<file path="src/rtl/tlb_pkg.sv">
package tlb_pkg;
  typedef enum logic [0:0] {
    ST_IDLE = 1'b0,
    ST_WAIT = 1'b1
  } tlb_state_e;
endpackage

</file>
<file path="src/rtl/tlb_store.sv">
module tlb_store #(
  parameter int SET_W = 2,
  parameter int WAYS  = 4,
  parameter int TAG_W = 6,
  parameter int PPN_W = 6
) (
  input  logic             clk,
  input  logic             rst,
  input  logic             flush,
  input  logic [SET_W-1:0] rd_set,
  input  logic [TAG_W-1:0] rd_tag,
  output logic             hit,
  output logic [PPN_W-1:0] hit_ppn,
  input  logic             wr_en,
  input  logic [SET_W-1:0] wr_set,
  input  logic [WAYS-1:0]  wr_way,
  input  logic [TAG_W-1:0] wr_tag,
  input  logic [PPN_W-1:0] wr_ppn,
  output logic [WAYS-1:0]  wr_set_valid
);
  localparam int SETS = 1 << SET_W;

  logic [TAG_W-1:0] tag_mem [0:SETS-1][0:WAYS-1];
  logic [PPN_W-1:0] ppn_mem [0:SETS-1][0:WAYS-1];
  logic [WAYS-1:0]  valid_q [0:SETS-1];
  logic [WAYS-1:0]  way_hit;
  logic [SETS*WAYS-1:0] valid_flat;

  // Parallel compare across the ways of the indexed set
  for (genvar w = 0; w < WAYS; w++) begin : g_cmp
    assign way_hit[w] = valid_q[rd_set][w] && (tag_mem[rd_set][w] == rd_tag);
  end

  for (genvar s = 0; s < SETS; s++) begin : g_flat
    assign valid_flat[s*WAYS +: WAYS] = valid_q[s];
  end

  assign hit          = |way_hit;
  assign wr_set_valid = valid_q[wr_set];

  always_comb begin
    hit_ppn = '0;
    for (int w = 0; w < WAYS; w++) begin
      if (way_hit[w]) hit_ppn = hit_ppn | ppn_mem[rd_set][w];
    end
  end

  // Payload arrays carry no reset
  always_ff @(posedge clk) begin
    if (wr_en) begin
      for (int w = 0; w < WAYS; w++) begin
        if (wr_way[w]) begin
          tag_mem[wr_set][w] <= wr_tag;
          ppn_mem[wr_set][w] <= wr_ppn;
        end
      end
    end
  end

  // Invalidate wins over a fill in the same cycle
  always_ff @(posedge clk) begin
    if (rst || flush) begin
      for (int s = 0; s < SETS; s++) valid_q[s] <= '0;
    end else if (wr_en) begin
      valid_q[wr_set] <= valid_q[wr_set] | wr_way;
    end
  end

  a_r10_flush_clears: assert property (@(posedge clk) disable iff (rst)
    flush |=> (valid_flat == '0));

  a_r2_single_match: assert property (@(posedge clk) disable iff (rst)
    $onehot0(way_hit));

  a_r1_reset_empty: assert property (@(posedge clk)
    rst |=> (valid_flat == '0));
endmodule

</file>
<file path="src/rtl/tlb_victim.sv">
module tlb_victim #(
  parameter int SET_W = 2,
  parameter int WAYS  = 4
) (
  input  logic             clk,
  input  logic             rst,
  input  logic [SET_W-1:0] set_idx,
  input  logic [WAYS-1:0]  set_valid,
  input  logic             fill,
  output logic [WAYS-1:0]  victim
);
  localparam int SETS  = 1 << SET_W;
  localparam int PTR_W = (WAYS > 1) ? $clog2(WAYS) : 1;

  logic [PTR_W-1:0] rr_q [0:SETS-1];
  logic [WAYS-1:0]  first_free;
  logic             any_free;

  always_comb begin
    first_free = '0;
    any_free   = 1'b0;
    for (int w = 0; w < WAYS; w++) begin
      if (!any_free && !set_valid[w]) begin
        first_free[w] = 1'b1;
        any_free      = 1'b1;
      end
    end
    victim = any_free ? first_free : (WAYS'(1) << rr_q[set_idx]);
  end

  always_ff @(posedge clk) begin
    if (rst) begin
      for (int s = 0; s < SETS; s++) rr_q[s] <= '0;
    end else if (fill && !any_free) begin
      rr_q[set_idx] <= rr_q[set_idx] + 1'b1;
    end
  end

  a_r8_victim_single: assert property (@(posedge clk) disable iff (rst)
    $countones(victim) == 1);

  a_r7_free_way_first: assert property (@(posedge clk) disable iff (rst)
    (set_valid != '1) |-> ((victim & set_valid) == '0));
endmodule

</file>
<file path="src/rtl/tlb_ctrl.sv">
module tlb_ctrl
  import tlb_pkg::*;
(
  input  logic clk,
  input  logic rst,
  input  logic req_valid,
  input  logic lookup_hit,
  input  logic pt_rsp_valid,
  input  logic pt_rsp_fault,
  output logic req_ready,
  output logic waiting,
  output logic pt_req_valid,
  output logic rsp_valid,
  output logic rsp_hit,
  output logic rsp_fault
);
  tlb_state_e state_q;

  assign req_ready = (state_q == ST_IDLE);
  assign waiting   = (state_q == ST_WAIT);

  always_ff @(posedge clk) begin
    if (rst) begin
      state_q      <= ST_IDLE;
      pt_req_valid <= 1'b0;
      rsp_valid    <= 1'b0;
      rsp_hit      <= 1'b0;
      rsp_fault    <= 1'b0;
    end else begin
      rsp_valid <= 1'b0;
      rsp_hit   <= 1'b0;
      rsp_fault <= 1'b0;
      case (state_q)
        ST_IDLE: begin
          if (req_valid) begin
            if (lookup_hit) begin
              rsp_valid <= 1'b1;
              rsp_hit   <= 1'b1;
            end else begin
              state_q      <= ST_WAIT;
              pt_req_valid <= 1'b1;
            end
          end
        end
        ST_WAIT: begin
          if (pt_rsp_valid) begin
            state_q      <= ST_IDLE;
            pt_req_valid <= 1'b0;
            rsp_valid    <= 1'b1;
            rsp_fault    <= pt_rsp_fault;
          end
        end
        default: state_q <= ST_IDLE;
      endcase
    end
  end

  a_r4_hold_lookup: assert property (@(posedge clk) disable iff (rst)
    (pt_req_valid && !pt_rsp_valid) |=> pt_req_valid);

  a_r9_busy_not_ready: assert property (@(posedge clk) disable iff (rst)
    pt_req_valid |-> !req_ready);

  a_r4_refill_after_rsp: assert property (@(posedge clk) disable iff (rst)
    (rsp_valid && !rsp_hit) |-> $past(pt_rsp_valid));
endmodule

</file>
<file path="src/rtl/tlb_xlate.sv">
module tlb_xlate #(
  parameter int VA_W  = 14,
  parameter int PA_W  = 12,
  parameter int OFF_W = 6,
  parameter int SET_W = 2,
  parameter int WAYS  = 4
) (
  input  logic                  clk,
  input  logic                  rst,
  input  logic                  flush_all,
  input  logic                  req_valid,
  output logic                  req_ready,
  input  logic [VA_W-1:0]       req_vaddr,
  output logic                  rsp_valid,
  output logic                  rsp_hit,
  output logic                  rsp_fault,
  output logic [PA_W-1:0]       rsp_paddr,
  output logic                  pt_req_valid,
  output logic [VA_W-OFF_W-1:0] pt_req_vpn,
  input  logic                  pt_rsp_valid,
  input  logic                  pt_rsp_fault,
  input  logic [PA_W-OFF_W-1:0] pt_rsp_ppn
);
  localparam int VPN_W = VA_W - OFF_W;
  localparam int TAG_W = VPN_W - SET_W;
  localparam int PPN_W = PA_W - OFF_W;

  logic             lk_hit;
  logic [PPN_W-1:0] lk_ppn;
  logic             waiting;
  logic             accept;
  logic             refill_done;
  logic             install;
  logic [VPN_W-1:0] pend_vpn;
  logic [OFF_W-1:0] pend_off;
  logic [WAYS-1:0]  fill_valid;
  logic [WAYS-1:0]  fill_way;
  logic [PA_W-1:0]  paddr_q;

  assign accept      = req_valid && req_ready;
  assign refill_done = waiting && pt_rsp_valid;
  assign install     = refill_done && !pt_rsp_fault && !flush_all;
  assign pt_req_vpn  = pend_vpn;
  assign rsp_paddr   = paddr_q;

  tlb_store #(
    .SET_W(SET_W), .WAYS(WAYS), .TAG_W(TAG_W), .PPN_W(PPN_W)
  ) u_store (
    .clk          (clk),
    .rst          (rst),
    .flush        (flush_all),
    .rd_set       (req_vaddr[OFF_W +: SET_W]),
    .rd_tag       (req_vaddr[OFF_W+SET_W +: TAG_W]),
    .hit          (lk_hit),
    .hit_ppn      (lk_ppn),
    .wr_en        (install),
    .wr_set       (pend_vpn[SET_W-1:0]),
    .wr_way       (fill_way),
    .wr_tag       (pend_vpn[VPN_W-1:SET_W]),
    .wr_ppn       (pt_rsp_ppn),
    .wr_set_valid (fill_valid)
  );

  tlb_victim #(
    .SET_W(SET_W), .WAYS(WAYS)
  ) u_victim (
    .clk       (clk),
    .rst       (rst),
    .set_idx   (pend_vpn[SET_W-1:0]),
    .set_valid (fill_valid),
    .fill      (install),
    .victim    (fill_way)
  );

  tlb_ctrl u_ctrl (
    .clk          (clk),
    .rst          (rst),
    .req_valid    (req_valid),
    .lookup_hit   (lk_hit),
    .pt_rsp_valid (pt_rsp_valid),
    .pt_rsp_fault (pt_rsp_fault),
    .req_ready    (req_ready),
    .waiting      (waiting),
    .pt_req_valid (pt_req_valid),
    .rsp_valid    (rsp_valid),
    .rsp_hit      (rsp_hit),
    .rsp_fault    (rsp_fault)
  );

  always_ff @(posedge clk) begin
    if (rst) begin
      pend_vpn <= '0;
      pend_off <= '0;
      paddr_q  <= '0;
    end else begin
      if (accept) begin
        pend_vpn <= req_vaddr[VA_W-1:OFF_W];
        pend_off <= req_vaddr[OFF_W-1:0];
        if (lk_hit) paddr_q <= {lk_ppn, req_vaddr[OFF_W-1:0]};
      end else if (refill_done) begin
        paddr_q <= {pt_rsp_ppn, pend_off};
      end
    end
  end

  a_r3_hit_next_cycle: assert property (@(posedge clk) disable iff (rst)
    (accept && lk_hit) |=> (rsp_valid && rsp_hit && !pt_req_valid));

  a_r4_miss_requests: assert property (@(posedge clk) disable iff (rst)
    (accept && !lk_hit) |=> (pt_req_valid && !rsp_valid));

  a_r6_fault_not_hit: assert property (@(posedge clk) disable iff (rst)
    rsp_fault |-> (rsp_valid && !rsp_hit));
endmodule

</file>
<file path="config.mk">
export PLATFORM = sky130hd
export DESIGN_NAME = tlb_xlate
export DESIGN_NICKNAME = d
export VERILOG_FILES = /design/src/rtl/tlb_pkg.sv /design/src/rtl/tlb_store.sv /design/src/rtl/tlb_victim.sv /design/src/rtl/tlb_ctrl.sv /design/src/rtl/tlb_xlate.sv
export SDC_FILE = /design/constraint.sdc
export NUM_CORES = 1
export LEC_CHECK = 0
export BUFFER_PORTS_ARGS = -buffer_cell sky130_fd_sc_hd__buf_2
export CAP_MARGIN = 30
export CORE_MARGIN = 2
export CORE_UTILIZATION = 35
export CTS_CLUSTER_SIZE = 25
export DETAILED_ROUTE_END_ITERATION = 10
export GPL_ROUTABILITY_DRIVEN = 0
export HOLD_SLACK_MARGIN = 0.02
export PLACE_DENSITY = 0.6
export REMOVE_ABC_BUFFERS = 1
export SETUP_SLACK_MARGIN = 0.1
export SLEW_MARGIN = 20
export SYNTH_ARGS = -nofsm -noshare
export SYNTH_HDL_FRONTEND = slang
export SYNTH_SLANG_ARGS = --single-unit
</file>
<file path="constraint.sdc">
create_clock -name clk -period 3.7 [get_ports clk]
set_input_delay 0.555 -clock clk [delete_from_list [all_inputs] [get_ports clk]]
set_output_delay 0.555 -clock clk [all_outputs]
set_load 0.01 [all_outputs]
</file>
==> summary.txt <==
Status
  – Status: finished, final reports clean

Critical path
  – Worst Setup EP: rsp_paddr[8]
  – CP max-delay cell: mux4_2
  – RR Endpoint: u_store.tag_mem[3][11]
  – Crit path max fanout: 19
  – Startpoint Class: input pin
  – Cell count of the worst reg-to-reg path: 8
  – Max stage delay on crit path: 520 ps
  – CP Data Arrival Time: 3250 ps
  – CP Data Required Time: 4140 ps
  – CP Launch Point: req_vaddr[6]
  – Crit. End Element: flop
  – Setup CP Type: input pin to flop
  – CP Cell Sequence: buf_2 > buf_4 > mux4_2 > xor2_1 > nor2_1 > o2111a_1 > a22oi_1 > and4_1 > o32ai_2
  – Reg2reg setup slack: 1100 ps

Timing
  – Tcrit/Tclk final: 75.90%
  – Hold WS: 306.8 ps
  – Final setup fails: 0
  – Final worst slack: 891.6 ps
  – Fmax achieved: 0.3561 GHz
  – Clk_skew: 16.90 ps
  – Hold Fails Final Rpt: 0
  – Fin crit period: 2808 ps
  – Relative slew slack: 46.73%
  – Max-slew violations: 0
  – TNS Setup: 0 ps
  – RSZ-0062 raised after global routing: no
  – Least-Margin Pin Slew: 798.2 ps

Die
  – Core Region: 28780 um^2
  – Starting density of the core: 35.72%
  – DIE HEIGHT: 175.4 um
  – Chip width: 175.4 um
  – Ports: 51
  – Rows: 62
  – Die area: 30760 um^2

Logic synthesis
  – FFs w/ async S/R, synth: 0%
  – Synth cell types: 50
  – Share of the synthesized area in the top cell type: 63.10%
  – EDFF count, synth: 216
  – Ys flop type: edfxtp_1
  – Top cells by area, synth: edfxtp_1 (63%), mux4_2 (8.5%), dfxtp_1 (6.4%), mux2i_1 (3.5%), nand2_1 (1.9%)
  – Sequential share of the synthesized area: 69.52%
  – #FFs+latches synth: 249
  – Yosys Warn Count: 0
  – Cell taking the most area after synthesis: edfxtp_1
  – Syn Inst Count: 640
  – Synth Cell Area: 10280 um^2
  – Mean post-synth cell area: 16.06 um^2

Detailed routing
  – Detailed Routing Iterations Pass 1: 7
  – DRC Markers: 0
  – ANT nets after route: 0
  – Final WL: 24240 um
  – Routed len/inst: 21.64 um
  – DR vias: 5805
  – Vias per cell: 5.183
  – DRT iter0 DRCs: 572

Placement
  – Place WS: 346.6 ps
  – DP Wirelength: 16000 um
  – Area post-placement: 11090 um^2
  – Number of port buffers: 50

Clocking
  – H-tree level count: 1
  – Skew-Pair Late Insertion Delay: 530 ps
  – Worst-path clk slew: 60 ps
  – CTS tree: done
  – Clk sinks: 249
  – Bufs on Longest Clock Path: 3
  – Post-cts resize count: 0
  – Hold buffer count at cts: 0
  – Post-CTS Setup Bufs: 0
  – CTS Buf Count: 26
  – Root buf cell: clkbuf_16

GRT
  – Antenna violations before repair: 0
  – First-pass GRT wire length: 36730 um
  – Total Routing Usage GR: 15.96%
  – Vias in the first global route: 5776
  – Global route overflow: 0
  – Largest net degree at the start of global routing: 28

Worst hold path
  – Worst min path class: input pin to flop
  – Hold path start: req_vaddr[1]

Pwr
  – Pwr dens: 497.1 nW/um^2
  – Static Leakage: 0.004246 uW
  – Worst vdd ir: 0.3584 mV
  – Total Power: 5911 uW

Run
  – Max Cap Violations: 0

Final layout
  – ANT cells: 0
  – Nets: 746
  – Layout cell share with drive strength beyond 1: 23.37%
  – Final Cell Area: 11890 um^2
  – Synth-to-Final Area Change: 15.68%
-- cell usage in the layout (no fill, tap or decap), types with 2 or more instances in the layout --
cell | netlist | layout
mux2i_1 | 36 | 36
nor2_1 | 52 | 52
and2_1 | 2 | 2
clkbuf_16 | 0 | 26
nand2_1 | 52 | 52
o22ai_1 | 5 | 5
nand3_1 | 13 | 13
a31o_1 | 8 | 8
a2bb2oi_1 | 3 | 3
o32ai_2 | 3 | 3
inv_1 | 16 | 16
clkinv_2 | 0 | 2
o2111a_1 | 3 | 3
and4_1 | 4 | 4
o32ai_1 | 5 | 5
a41oi_1 | 2 | 2
a22oi_1 | 4 | 4
o21a_1 | 2 | 2
clkbuf_8 | 0 | 2
buf_4 | 3 | 31
buf_2 | 6 | 49
nand2b_1 | 7 | 7
xnor2_1 | 21 | 21
xor2_1 | 12 | 12
clkinv_1 | 0 | 3
and3_1 | 11 | 11
mux2_2 | 3 | 3
o2111ai_1 | 2 | 2
or2_2 | 6 | 6
nor3_1 | 6 | 6
ha_1 | 4 | 4
o21ai_0 | 5 | 5
edfxtp_1 | 216 | 216
dfxtp_1 | 33 | 33
o211a_1 | 2 | 2
clkbuf_1 | 17 | 11
mux4_2 | 39 | 39
a21oi_1 | 16 | 16
-- how the worst min path moves through the flow --
stage | to | slack [ps] | depth (start not counted)
3_3_place_gp | pend_off[5] | 450 | 2
5_1_grt | pend_off[2] | 320 | 3
4_1_cts | pend_off[1] | 290 | 3
3_5_place_dp | pend_off[0] | 450 | 2
6_report | pend_off[1] | 310 | 3
2_1_floorplan | pend_off[0] | 430 | 2
-- Yosys cell counts, types with 7 or more instances --
library cell and n:
a21oi_1 16, a31o_1 8, and3_1 11, clkbuf_1 17, dfxtp_1 33, edfxtp_1 216, inv_1 16, mux2i_1 36
mux4_2 39, nand2_1 52, nand2b_1 7, nand3_1 13, nor2_1 52, xnor2_1 21, xor2_1 12
-- area by class of cell --
| type | instances | area (um^2) |
|---|---|---|
| well taps | 384 | 480.5 |
| multi-input cells | 342 | 2903 |
| inverters | 16 | 60.06 |
| clock inverters | 9 | 83.83 |
| clock buffers | 39 | 719.4 |
| fillers | 2595 | 16890 |
| repair buffers | 81 | 498.0 |
| flip-flops and latches | 249 | 7147 |
-- cell families (layout without fill, tap and decap cells) --
kind of cell               Yosys count  count (layout)  share of synthesized area, %
DFF                                249             249                         69.52
adders and majority gates            4               4                        0.4869
AOI/OAI and AO/OA                   66              66                         5.149
and+or+nand+nor                    160             160                         7.279
muxes                               79              79                         12.49
xor gates and xnor gates            33              33                         2.812
buffers and inverters               49             145                         2.264
-- routing by layer --
metal  up-vias  track usage (%)  routed length, um
met1      2995            21.83              10420
met2       177            27.13              11940
li1       2607                -                  -
met3        26            2.900               1535
met4         0            2.465                343
met5         -                0                  0
-- registers in the layout (all words and copies together) (netlist names), named ones only --
name / count
u_store.ppn_mem: 96
u_store.tag_mem: 96
u_store.valid_q: 16
rsp_paddr: 12
pt_req_vpn: 8
u_victim.rr_q: 8
pend_off: 6
u_ctrl.pt_req_valid: 1
u_ctrl.rsp_fault: 1
u_ctrl.rsp_hit: 1
u_ctrl.rsp_valid: 1
u_ctrl.waiting: 1
-- through the flow --
step	cells	util [%]
after floorplan	607	-
after global placement	1072	38.53
after detailed placement	1072	38.53
after CTS	1120	41.32
after global routing	1120	41.32
final	1120	41.32
-- critical path: cells and delay by family --
kind | cells | cell delay [ps]
muxes | 1 | 520
and+or+nand+nor | 2 | 430
buffers and inverters | 2 | 760
AOI/OAI and AO/OA | 3 | 790
xor gates and xnor gates | 1 | 160
-- power by group --
group	switching, uW	total [uW]	internal (uW)
combinational	222	357	135
clock	1030	2450	1420
sequential	28.2	3110	3080
total	1280	5910	4630
Note: power is estimated with default switching activity, not from simulation.
